## config.mk

```make
export PLATFORM = sky130hd
export DESIGN_NAME = xlat_tlb
export DESIGN_NICKNAME = d
export VERILOG_FILES = /design/src/rtl/tlb_pkg.sv /design/src/rtl/tlb_cam_array.sv /design/src/rtl/tlb_victim_sel.sv /design/src/rtl/tlb_hit_mux.sv /design/src/rtl/xlat_tlb.sv
export SDC_FILE = /design/constraint.sdc
export NUM_CORES = 1
export LEC_CHECK = 0
export BUFFER_PORTS_ARGS = -buffer_cell sky130_fd_sc_hd__buf_4
export CAP_MARGIN = 20
export CELL_PAD_IN_SITES_DETAIL_PLACEMENT = 0
export CELL_PAD_IN_SITES_GLOBAL_PLACEMENT = 2
export CORE_ASPECT_RATIO = 1.75
export CORE_UTILIZATION = 40
export DETAILED_ROUTE_END_ITERATION = 10
export HOLD_SLACK_MARGIN = 0.15
export PLACE_DENSITY = 0.74
export REMOVE_ABC_BUFFERS = 1
export SLEW_MARGIN = 10
export SYNTH_ARGS = -nofsm -noshare
export SYNTH_HDL_FRONTEND = slang
export SYNTH_HIERARCHICAL = 1
export SYNTH_SLANG_ARGS = --single-unit
```

## constraint.sdc

```tcl
create_clock -name clk -period 6.45 [get_ports clk]
set_input_delay 0.3225 -clock clk [delete_from_list [all_inputs] [get_ports clk]]
set_output_delay 0.3225 -clock clk [all_outputs]
set_load 0.05 [all_outputs]
```

## src/rtl/tlb_pkg.sv

```systemverilog
package tlb_pkg;
    localparam int VA_W  = 32;
    localparam int OFF_W = 12;
    localparam int PFN_W = 16;
    localparam int N_ENT = 8;
    localparam int VPN_W = VA_W - OFF_W;
    localparam int PA_W  = PFN_W + OFF_W;
    localparam int IDX_W = $clog2(N_ENT);

    typedef logic [VPN_W-1:0] vpn_t;
    typedef logic [PFN_W-1:0] pfn_t;
    typedef logic [IDX_W-1:0] idx_t;
    typedef logic [N_ENT-1:0] ent_vec_t;

    typedef struct packed {
        logic valid;
        vpn_t vpn;
        pfn_t pfn;
    } tlb_entry_t;

    typedef struct packed {
        logic hit;
        pfn_t pfn;
    } lookup_res_t;

    // Index of the lowest set bit; 0 when none is set.
    function automatic idx_t lowest_set(input ent_vec_t v);
        idx_t r;
        r = '0;
        for (int i = N_ENT - 1; i >= 0; i--) begin
            if (v[i]) r = idx_t'(i);
        end
        return r;
    endfunction
endpackage

```

## src/rtl/tlb_cam_array.sv

```systemverilog
module tlb_cam_array
    import tlb_pkg::*;
(
    input  logic                        clk,
    input  logic                        rst,
    input  logic                        flush,
    input  logic                        wr_en,
    input  idx_t                        wr_idx,
    input  vpn_t                        wr_vpn,
    input  pfn_t                        wr_pfn,
    input  vpn_t                        lk_vpn,
    input  vpn_t                        fl_vpn,
    output ent_vec_t                    lk_match,
    output ent_vec_t                    fl_match,
    output ent_vec_t                    valid_vec,
    output logic [N_ENT-1:0][PFN_W-1:0] pfn_arr
);
    tlb_entry_t ent [N_ENT];

    always_ff @(posedge clk) begin
        if (rst || flush) begin
            for (int i = 0; i < N_ENT; i++) ent[i] <= '0;
        end else if (wr_en) begin
            ent[wr_idx] <= '{valid: 1'b1, vpn: wr_vpn, pfn: wr_pfn};
        end
    end

    // One lookup comparator and one fill comparator per entry.
    for (genvar g = 0; g < N_ENT; g++) begin : g_cmp
        assign lk_match[g]  = ent[g].valid && (ent[g].vpn == lk_vpn);
        assign fl_match[g]  = ent[g].valid && (ent[g].vpn == fl_vpn);
        assign valid_vec[g] = ent[g].valid;
        assign pfn_arr[g]   = ent[g].pfn;
    end
endmodule

```

## src/rtl/tlb_victim_sel.sv

```systemverilog
module tlb_victim_sel
    import tlb_pkg::*;
(
    input  logic     clk,
    input  logic     rst,
    input  logic     flush,
    input  logic     fill_en,
    input  ent_vec_t fill_match,
    input  ent_vec_t valid_vec,
    output logic     wr_en,
    output idx_t     wr_idx,
    output idx_t     rr_ptr
);
    logic use_rr;

    always_comb begin
        use_rr = 1'b0;
        if (|fill_match) begin
            wr_idx = lowest_set(fill_match);
        end else if (!(&valid_vec)) begin
            wr_idx = lowest_set(~valid_vec);
        end else begin
            wr_idx = rr_ptr;
            use_rr = 1'b1;
        end
    end

    assign wr_en = fill_en && !flush;

    always_ff @(posedge clk) begin
        if (rst || flush) begin
            rr_ptr <= '0;
        end else if (wr_en && use_rr) begin
            rr_ptr <= rr_ptr + 1'b1;
        end
    end
endmodule

```

## src/rtl/tlb_hit_mux.sv

```systemverilog
module tlb_hit_mux
    import tlb_pkg::*;
(
    input  ent_vec_t                    match,
    input  logic [N_ENT-1:0][PFN_W-1:0] pfn_arr,
    output lookup_res_t                 res
);
    // AND-OR select: correct because at most one entry matches.
    always_comb begin
        res.hit = |match;
        res.pfn = '0;
        for (int i = 0; i < N_ENT; i++) begin
            res.pfn = res.pfn | (pfn_arr[i] & {PFN_W{match[i]}});
        end
    end
endmodule

```

## src/rtl/xlat_tlb.sv

```systemverilog
module xlat_tlb
    import tlb_pkg::*;
(
    input  logic            clk,
    input  logic            rst,
    input  logic            lk_req,
    input  logic [VA_W-1:0] lk_vaddr,
    output logic            lk_hit,
    output logic            lk_miss,
    output logic [PA_W-1:0] lk_paddr,
    input  logic            fill_en,
    input  logic [VPN_W-1:0] fill_vpn,
    input  logic [PFN_W-1:0] fill_pfn,
    input  logic            flush
);
    ent_vec_t                    lk_match;
    ent_vec_t                    fl_match;
    ent_vec_t                    valid_vec;
    logic [N_ENT-1:0][PFN_W-1:0] pfn_arr;
    logic                        wr_en;
    idx_t                        wr_idx;
    idx_t                        rr_ptr;
    lookup_res_t                 res;
    vpn_t                        lk_vpn;
    logic [OFF_W-1:0]            lk_off;

    assign lk_vpn = lk_vaddr[VA_W-1:OFF_W];
    assign lk_off = lk_vaddr[OFF_W-1:0];

    tlb_cam_array u_array (
        .clk       (clk),
        .rst       (rst),
        .flush     (flush),
        .wr_en     (wr_en),
        .wr_idx    (wr_idx),
        .wr_vpn    (fill_vpn),
        .wr_pfn    (fill_pfn),
        .lk_vpn    (lk_vpn),
        .fl_vpn    (fill_vpn),
        .lk_match  (lk_match),
        .fl_match  (fl_match),
        .valid_vec (valid_vec),
        .pfn_arr   (pfn_arr)
    );

    tlb_victim_sel u_victim (
        .clk        (clk),
        .rst        (rst),
        .flush      (flush),
        .fill_en    (fill_en),
        .fill_match (fl_match),
        .valid_vec  (valid_vec),
        .wr_en      (wr_en),
        .wr_idx     (wr_idx),
        .rr_ptr     (rr_ptr)
    );

    tlb_hit_mux u_mux (
        .match   (lk_match),
        .pfn_arr (pfn_arr),
        .res     (res)
    );

    assign lk_hit   = lk_req && res.hit;
    assign lk_miss  = lk_req && !res.hit;
    assign lk_paddr = lk_hit ? {res.pfn, lk_off} : '0;
endmodule

```

==> flow_metrics.env, run 1 <==
export IMPL_worst_slack_ns=1.18
export IMPL_hp_class="input port to register"
export IMPL_drcViolationCount=0
export IMPL_die_height_um=276
export IMPL_area_growth_syn_to_layout_pct=7.81
export IMPL_finalSetupTns_ns=0
export IMPL_path_class="register to register"
export IMPL_synth_distinct_cells=46
export IMPL_internal_power_mw=3.31
export IMPL_avgViaCountPerCell=5.33
export IMPL_syn_instance_count=1438
export IMPL_grt_use_met2=0.478
export IMPL_synth_flop_cell="edfxtp_1"
export IMPL_cp_required_ns=6.53
export IMPL_finalMaxSlewViolations=0
export IMPL_synth_edf_count=288
export IMPL_seqPwrFrac=0.514
export IMPL_layout_commonest_cell="and2_1"
export IMPL_antenna_found_initial=0
export IMPL_grt_pass1_vias=11000
export IMPL_cts_buffers=30
export IMPL_dieArea_sq_um=43600
export IMPL_port_buffers=102
export IMPL_grt_usage=0.257
export IMPL_max_stage_delay_ns=0.85
export IMPL_wire_per_inst_um=27.9
export IMPL_p_leak_nw=6.90
export IMPL_crit_arrival_ns=5.35
export IMPL_pin_count=103
export IMPL_r2r_slack_ns=1.18
export IMPL_ir_drop_v=0.000196
export IMPL_clkPwrFrac=0.387
export IMPL_relSlewSlack=0.219
export IMPL_end_kind="register"
export IMPL_initial_core_util=0.407
export IMPL_drt_wl_total_mm=54.9
export IMPL_power_frac_comb=0.099
export IMPL_finClkSkew_ns=0.0121
export IMPL_drive_above_1_share=0.141
export IMPL_synth_area_sq_um=17100
export IMPL_globalplace_congestion=0.966
export IMPL_yosysWarnings=6
export IMPL_tightest_slew_ns=1.16
export IMPL_use_met3=0.0239
export IMPL_clk_latency_ns=0.58
export IMPL_ys_seq_area_frac=0.518
export IMPL_grt_use_met1=0.263
export IMPL_powerDensity_nw_per_um2=238
export IMPL_cp_start_kind="register"
export IMPL_antenna_cells=0
export IMPL_clock_sinks=299
export IMPL_dp_slack_ns=1.04
export IMPL_grt_pass1_wl_mm=77.1
export IMPL_status="finished clean"
export IMPL_coreArea_sq_um=42000
export IMPL_post_cts_resized=0
export IMPL_cts_clk_slew_worst_paths_ns=0.06
export IMPL_first_pass_iters=5
export IMPL_clk_path_buf_depth=3
export IMPL_rsz0062_at_grt="false"
export IMPL_cp_max_fo=38
export IMPL_vias=10500
export IMPL_hpwl_mm=37.5
export IMPL_fin_nets=1468
export IMPL_period_share=0.817
export IMPL_synth_seq_cells=299
export IMPL_overflow=0
export IMPL_fin_hold_ws_ns=0.286
export IMPL_fmax_ghz=0.190
export IMPL_avgSynthCellArea_sq_um=11.9
export IMPL_cts_root_buffer_cell="clkbuf_16"
export IMPL_synthArstFlopShare=0
export IMPL_die_w_um=158
export IMPL_layout_common_cells="and2_1, edfxtp_1, xnor2_1"
export IMPL_busiest_layer="met2"
export IMPL_hold_violations=0
export IMPL_cp_slowest_cell="nor4_2"
export IMPL_switching_share=0.247
export IMPL_num_rows=99
export IMPL_ant_nets=0
export IMPL_cts_tree="built"
export IMPL_finalSetupViolations=0
export IMPL_period_minus_slack_ns=5.27
export IMPL_p_total_mw=4.39
export IMPL_p_sw_mw=1.08
export IMPL_cts_max_level=1
export IMPL_grt_max_degree=39
export IMPL_drt_iter0_drc=627
export IMPL_path_cells="xor2_1 -> nor4_2 -> nand4_1 -> nor4_1 -> a21oi_1 -> o31a_1 -> o22ai_1 -> nand3b_4 -> nor3_4 -> buf_4 -> nand2b_2"
export IMPL_cap_viol_max_count=0
[stage by stage]
step                      instance area, sq um  cells  utilization
after global routing                     18400   1969        0.439
after global placement                   17300   1895        0.412
after detailed placement                 17300   1897        0.412
after floorplan                          15500   1213            -
final                                    18400   1969        0.439
after CTS                                18400   1969        0.439
[cells in the mapped netlist (2+ instances only)]
master | n | area (sq um)
a21o_1 | 8 | 60.1
a21oi_1 | 6 | 30.0
a22oi_1 | 64 | 480
and2_1 | 289 | 1810
and3_1 | 29 | 181
buf_2 | 52 | 260
buf_4 | 149 | 1120
buf_6 | 13 | 146
clkbuf_2 | 9 | 45.0
dfxtp_1 | 11 | 220
edfxtp_1 | 288 | 8650
inv_1 | 9 | 33.8
nand2_1 | 7 | 26.3
nand2b_1 | 5 | 31.3
nand3_1 | 18 | 90.1
nand4_1 | 65 | 407
nor2_1 | 3 | 11.3
nor2_4 | 7 | 78.8
nor3_1 | 3 | 15.0
nor4_1 | 49 | 307
nor4_4 | 2 | 42.5
o21ai_0 | 11 | 55.1
o22ai_1 | 3 | 18.8
xnor2_1 | 195 | 1710
xor2_1 | 122 | 1070
[power by group through the flow]
| stage | registers (mW) | clock network, mW | logic (mW) |
|---|---|---|---|
| after global routing | 2.26 | 1.80 | 0.456 |
| after floorplan | 2.29 | 0 | 0.187 |
| after CTS | 2.26 | 1.74 | 0.437 |
| after detailed placement | 2.30 | 0 | 0.426 |
| final | 2.26 | 1.70 | 0.436 |
| after global placement | 2.29 | 0 | 0.426 |
[timing repair]
action / in CTS / in global routing
hold buffers: 20 / 0
endpoints found under the hold margin: 131 / 0
buffers inserted: 0 / 0
[metal layers]
metal  share of wire  vias to the layer above  wire length (um)
li1                -                     4805                 -
met1            0.36                     5240             19600
met4           0.085                        0              4660
met2            0.53                      308             29000
met3           0.031                      138              1720
met5               0                        -                 0
[path summary, 6_finish.rpt]
kind | start | endpoint | depth (start not counted)
setup reg to reg | u_array/ent[7][28] | u_array/ent[0][35] | 11
hold reg to reg | u_victim/rr_ptr[2] | u_victim/rr_ptr[2] | 2
setup / recovery | u_array/ent[7][28] | u_array/ent[0][35] | 11
hold / removal | fill_vpn[17] | u_array/ent[4][33] | 2
[sequential cells by signal, indices dropped and copies added (netlist names)]
signal and flops:
u_victim/rr_ptr 3, u_array/ent 296
[cell families (layout without fill, tap and decap cells)]
kind of cell / Yosys count / count (layout) / share of synthesized area
simple gates: 488 / 488 / 0.183
compound gates: 99 / 99 / 0.0410
fa+ha+maj: 1 / 1 / 0.000731
xor+xnor: 317 / 317 / 0.162
buf+inv: 234 / 210 / 0.0948
flops: 299 / 299 / 0.518
[worst max-delay path: cells and delay by family, from the launching register on]
family                    cells  cell delay (ns)
xor gates and xnor gates      1             0.18
DFF                           1             0.45
buffers and inverters         1             0.29
AOI/OAI and AO/OA             3             0.79
and+or+nand+nor               6             3.03
[area by class of cell]
| cell class | count | area [sq um] |
|---|---|---|
| sequential | 299 | 8870 |
| inverter | 9 | 33.8 |
| clock inverter | 16 | 126 |
| multi-input combinational | 905 | 6750 |
| clock buffer | 36 | 795 |
| tap | 555 | 694 |
| timing repair buffer | 149 | 1180 |
| fill | 3919 | 23500 |
Power figures use the tool's default switching activity.
==> run 2, diff against run 1 <==
Clock period 6.45 ns to 5.32 ns, I/O delays scaled along.
==> run 2 against run 1 <==
  * Wire length fell by 5.9%
  * Clock skew rose by 0.0085 ns
  * Die area did not move
  * Final cell count rose by 0.46%
==> flow_metrics.env, run 2 (synthesized netlist as in run 1, its figures left out) <==
export IMPL_coreArea_sq_um=42000
export IMPL_area_growth_syn_to_layout_pct=8.92
export IMPL_vias=10600
export IMPL_cp_max_fo=21
export IMPL_relSlewSlack=0.363
export IMPL_globalplace_congestion=0.902
export IMPL_finalSetupTns_ns=0
export IMPL_largest_register_ff_count=296
export IMPL_cts_tree="built"
export IMPL_ir_drop_v=0.000234
export IMPL_reg2reg_depth=11
export IMPL_period_share=0.769
export IMPL_drive_above_1_share=0.150
export IMPL_grt_usage=0.243
export IMPL_clk_latency_ns=0.58
export IMPL_p_leak_nw=7.00
export IMPL_worstHoldPathCells=2
export IMPL_die_w_um=158
export IMPL_fin_nets=1474
export IMPL_cp_required_ns=5.64
export IMPL_path_cells="xor2_1 -> nor4_1 -> nand4_1 -> nor4_1 -> a21oi_1 -> o31a_1 -> o22ai_1 -> nand3b_4 -> nor3_4 -> nand2b_2 -> buf_12"
export IMPL_grt_pass1_wl_mm=74.3
export IMPL_fin_hold_ws_ns=0.220
export IMPL_end_kind="register"
export IMPL_drcViolationCount=0
export IMPL_dpl_instance_area_sq_um=17400
export IMPL_holdCritStartpoint="fill_vpn[12]"
export IMPL_fillCellCount=3908
export IMPL_cp_top_family="simple AND/OR/NAND/NOR gates"
export IMPL_clock_sinks=299
export IMPL_die_height_um=276
export IMPL_status="finished clean"
export IMPL_dp_slack_ns=1.18
export IMPL_worst_path_buf_inv=1
export IMPL_r2r_end="u_array/ent[0][1]"
export IMPL_cp_start_kind="register"
export IMPL_switching_share=0.237
export IMPL_placed_cells=1904
export IMPL_largest_register="u_array/ent"
export IMPL_p_sw_mw=1.29
export IMPL_powerDensity_nw_per_um2=292
export IMPL_cts_max_level=1
export IMPL_r2r_slack_ns=1.23
export IMPL_clk_path_buf_depth=3
export IMPL_hold_violations=0
export IMPL_finish_utilization=0.444
export IMPL_hp_class="input port to register"
export IMPL_path_class="register to register"
export IMPL_overflow=0
export IMPL_period_minus_slack_ns=4.09
export IMPL_seqPwrFrac=0.501
export IMPL_num_rows=99
export IMPL_rsz0062_at_grt="false"
export IMPL_cp_slowest_cell="nor4_1"
export IMPL_dieArea_sq_um=43600
export IMPL_cts_clk_slew_worst_paths_ns=0.07
export IMPL_postCtsSetupBuffers=0
export IMPL_first_pass_iters=5
export IMPL_antenna_cells=0
export IMPL_top_regs="u_array/ent x296, u_victim/rr_ptr x3"
export IMPL_antenna_found_initial=0
export IMPL_finalMaxSlewViolations=0
export IMPL_hpwl_mm=34.8
export IMPL_cap_viol_max_count=0
export IMPL_r2r_start="u_array/ent[7][28]"
export IMPL_fmax_ghz=0.245
export IMPL_clkPwrFrac=0.405
export IMPL_power_frac_comb=0.093
export IMPL_avgViaCountPerCell=5.33
export IMPL_min_to="u_array/ent[1][28]"
export IMPL_cpMostUsedCell="nor4_1"
export IMPL_worst_slack_ns=1.23
export IMPL_drt_wl_total_mm=51.7
export IMPL_max_stage_delay_ns=0.62
export IMPL_instances_no_fill=1978
export IMPL_tightest_slew_ns=0.953
export IMPL_initial_core_util=0.407
export IMPL_drt_iter0_drc=656
export IMPL_wire_per_inst_um=26.1
export IMPL_fin_area_sq_um=18600
export IMPL_pin_count=103
export IMPL_grt_pass1_vias=10900
export IMPL_cts_root_buffer_cell="clkbuf_16"
export IMPL_layout_commonest_cell="and2_1"
export IMPL_internal_power_mw=4.15
export IMPL_ant_nets=0
export IMPL_finalSetupViolations=0
export IMPL_finClkSkew_ns=0.0206
export IMPL_p_total_mw=5.45
export IMPL_grt_max_degree=38
export IMPL_crit_arrival_ns=4.41
export IMPL_layout_common_cells="and2_1, edfxtp_1, xnor2_1"
export IMPL_port_buffers=102
export IMPL_cts_buffers=29
## run 2: cell count changes in the layout (fill, tap and decap cells not counted), moves of 2 or more
cell / before / now
buf_12: 1 / 6
clkbuf_16: 31 / 29
clkinv_1: 7 / 3
buf_4: 126 / 130
clkinv_2: 5 / 8
bufinv_16: 2 / 6
## run 2: layer usage
layer | track usage | share of wire
met1 | 0.263 | 0.36
met2 | 0.474 | 0.56
met3 | 0.0201 | 0.035
met4 | 0.100 | 0.041
met5 | 0 | 0
## run 2: repair_timing
| action | 4_1_cts | 5_1_grt |
|---|---|---|
| hold endpoints to repair | 131 | 0 |
| hold buffers | 20 | 0 |
| resized for setup | 0 | 0 |
## run 2: how the worst max path moves through the flow
stage                         to  slack [ns]               start  cells past startpoint
2_1_floorplan  u_array/ent[4][0]       -0.27  u_array/ent[2][31]                      9
4_1_cts             lk_paddr[13]        1.20  u_array/ent[7][16]                      9
6_report       u_array/ent[0][1]        1.23  u_array/ent[7][28]                     11
3_5_place_dp   u_array/ent[0][1]        1.18        fill_vpn[12]                     12
5_1_grt             lk_paddr[13]        1.10  u_array/ent[3][34]                      9
3_3_place_gp   u_array/ent[0][1]        1.19        fill_vpn[15]                     14
## run 2: area by class of cell
cell class | count | area (sq um) | share of cell area
Sequential cell | 299 | 8870 | 0.476
Multi-Input combinational cell | 905 | 6750 | 0.362
Inverter | 9 | 33.8 | 0.00181
Tap cell | 555 | 694 | 0.0373
Clock buffer | 35 | 748 | 0.0401
Timing Repair Buffer | 156 | 1300 | 0.0696
Clock inverter | 19 | 248 | 0.0133
## run 2: power groups by stage
stage	clock (mW)	combinational [mW]	sequential, mW
2_1_floorplan	0	0.227	2.77
3_3_place_gp	0	0.499	2.78
3_5_place_dp	0	0.498	2.78
4_1_cts	2.25	0.512	2.73
5_1_grt	2.33	0.537	2.74
6_report	2.21	0.507	2.73
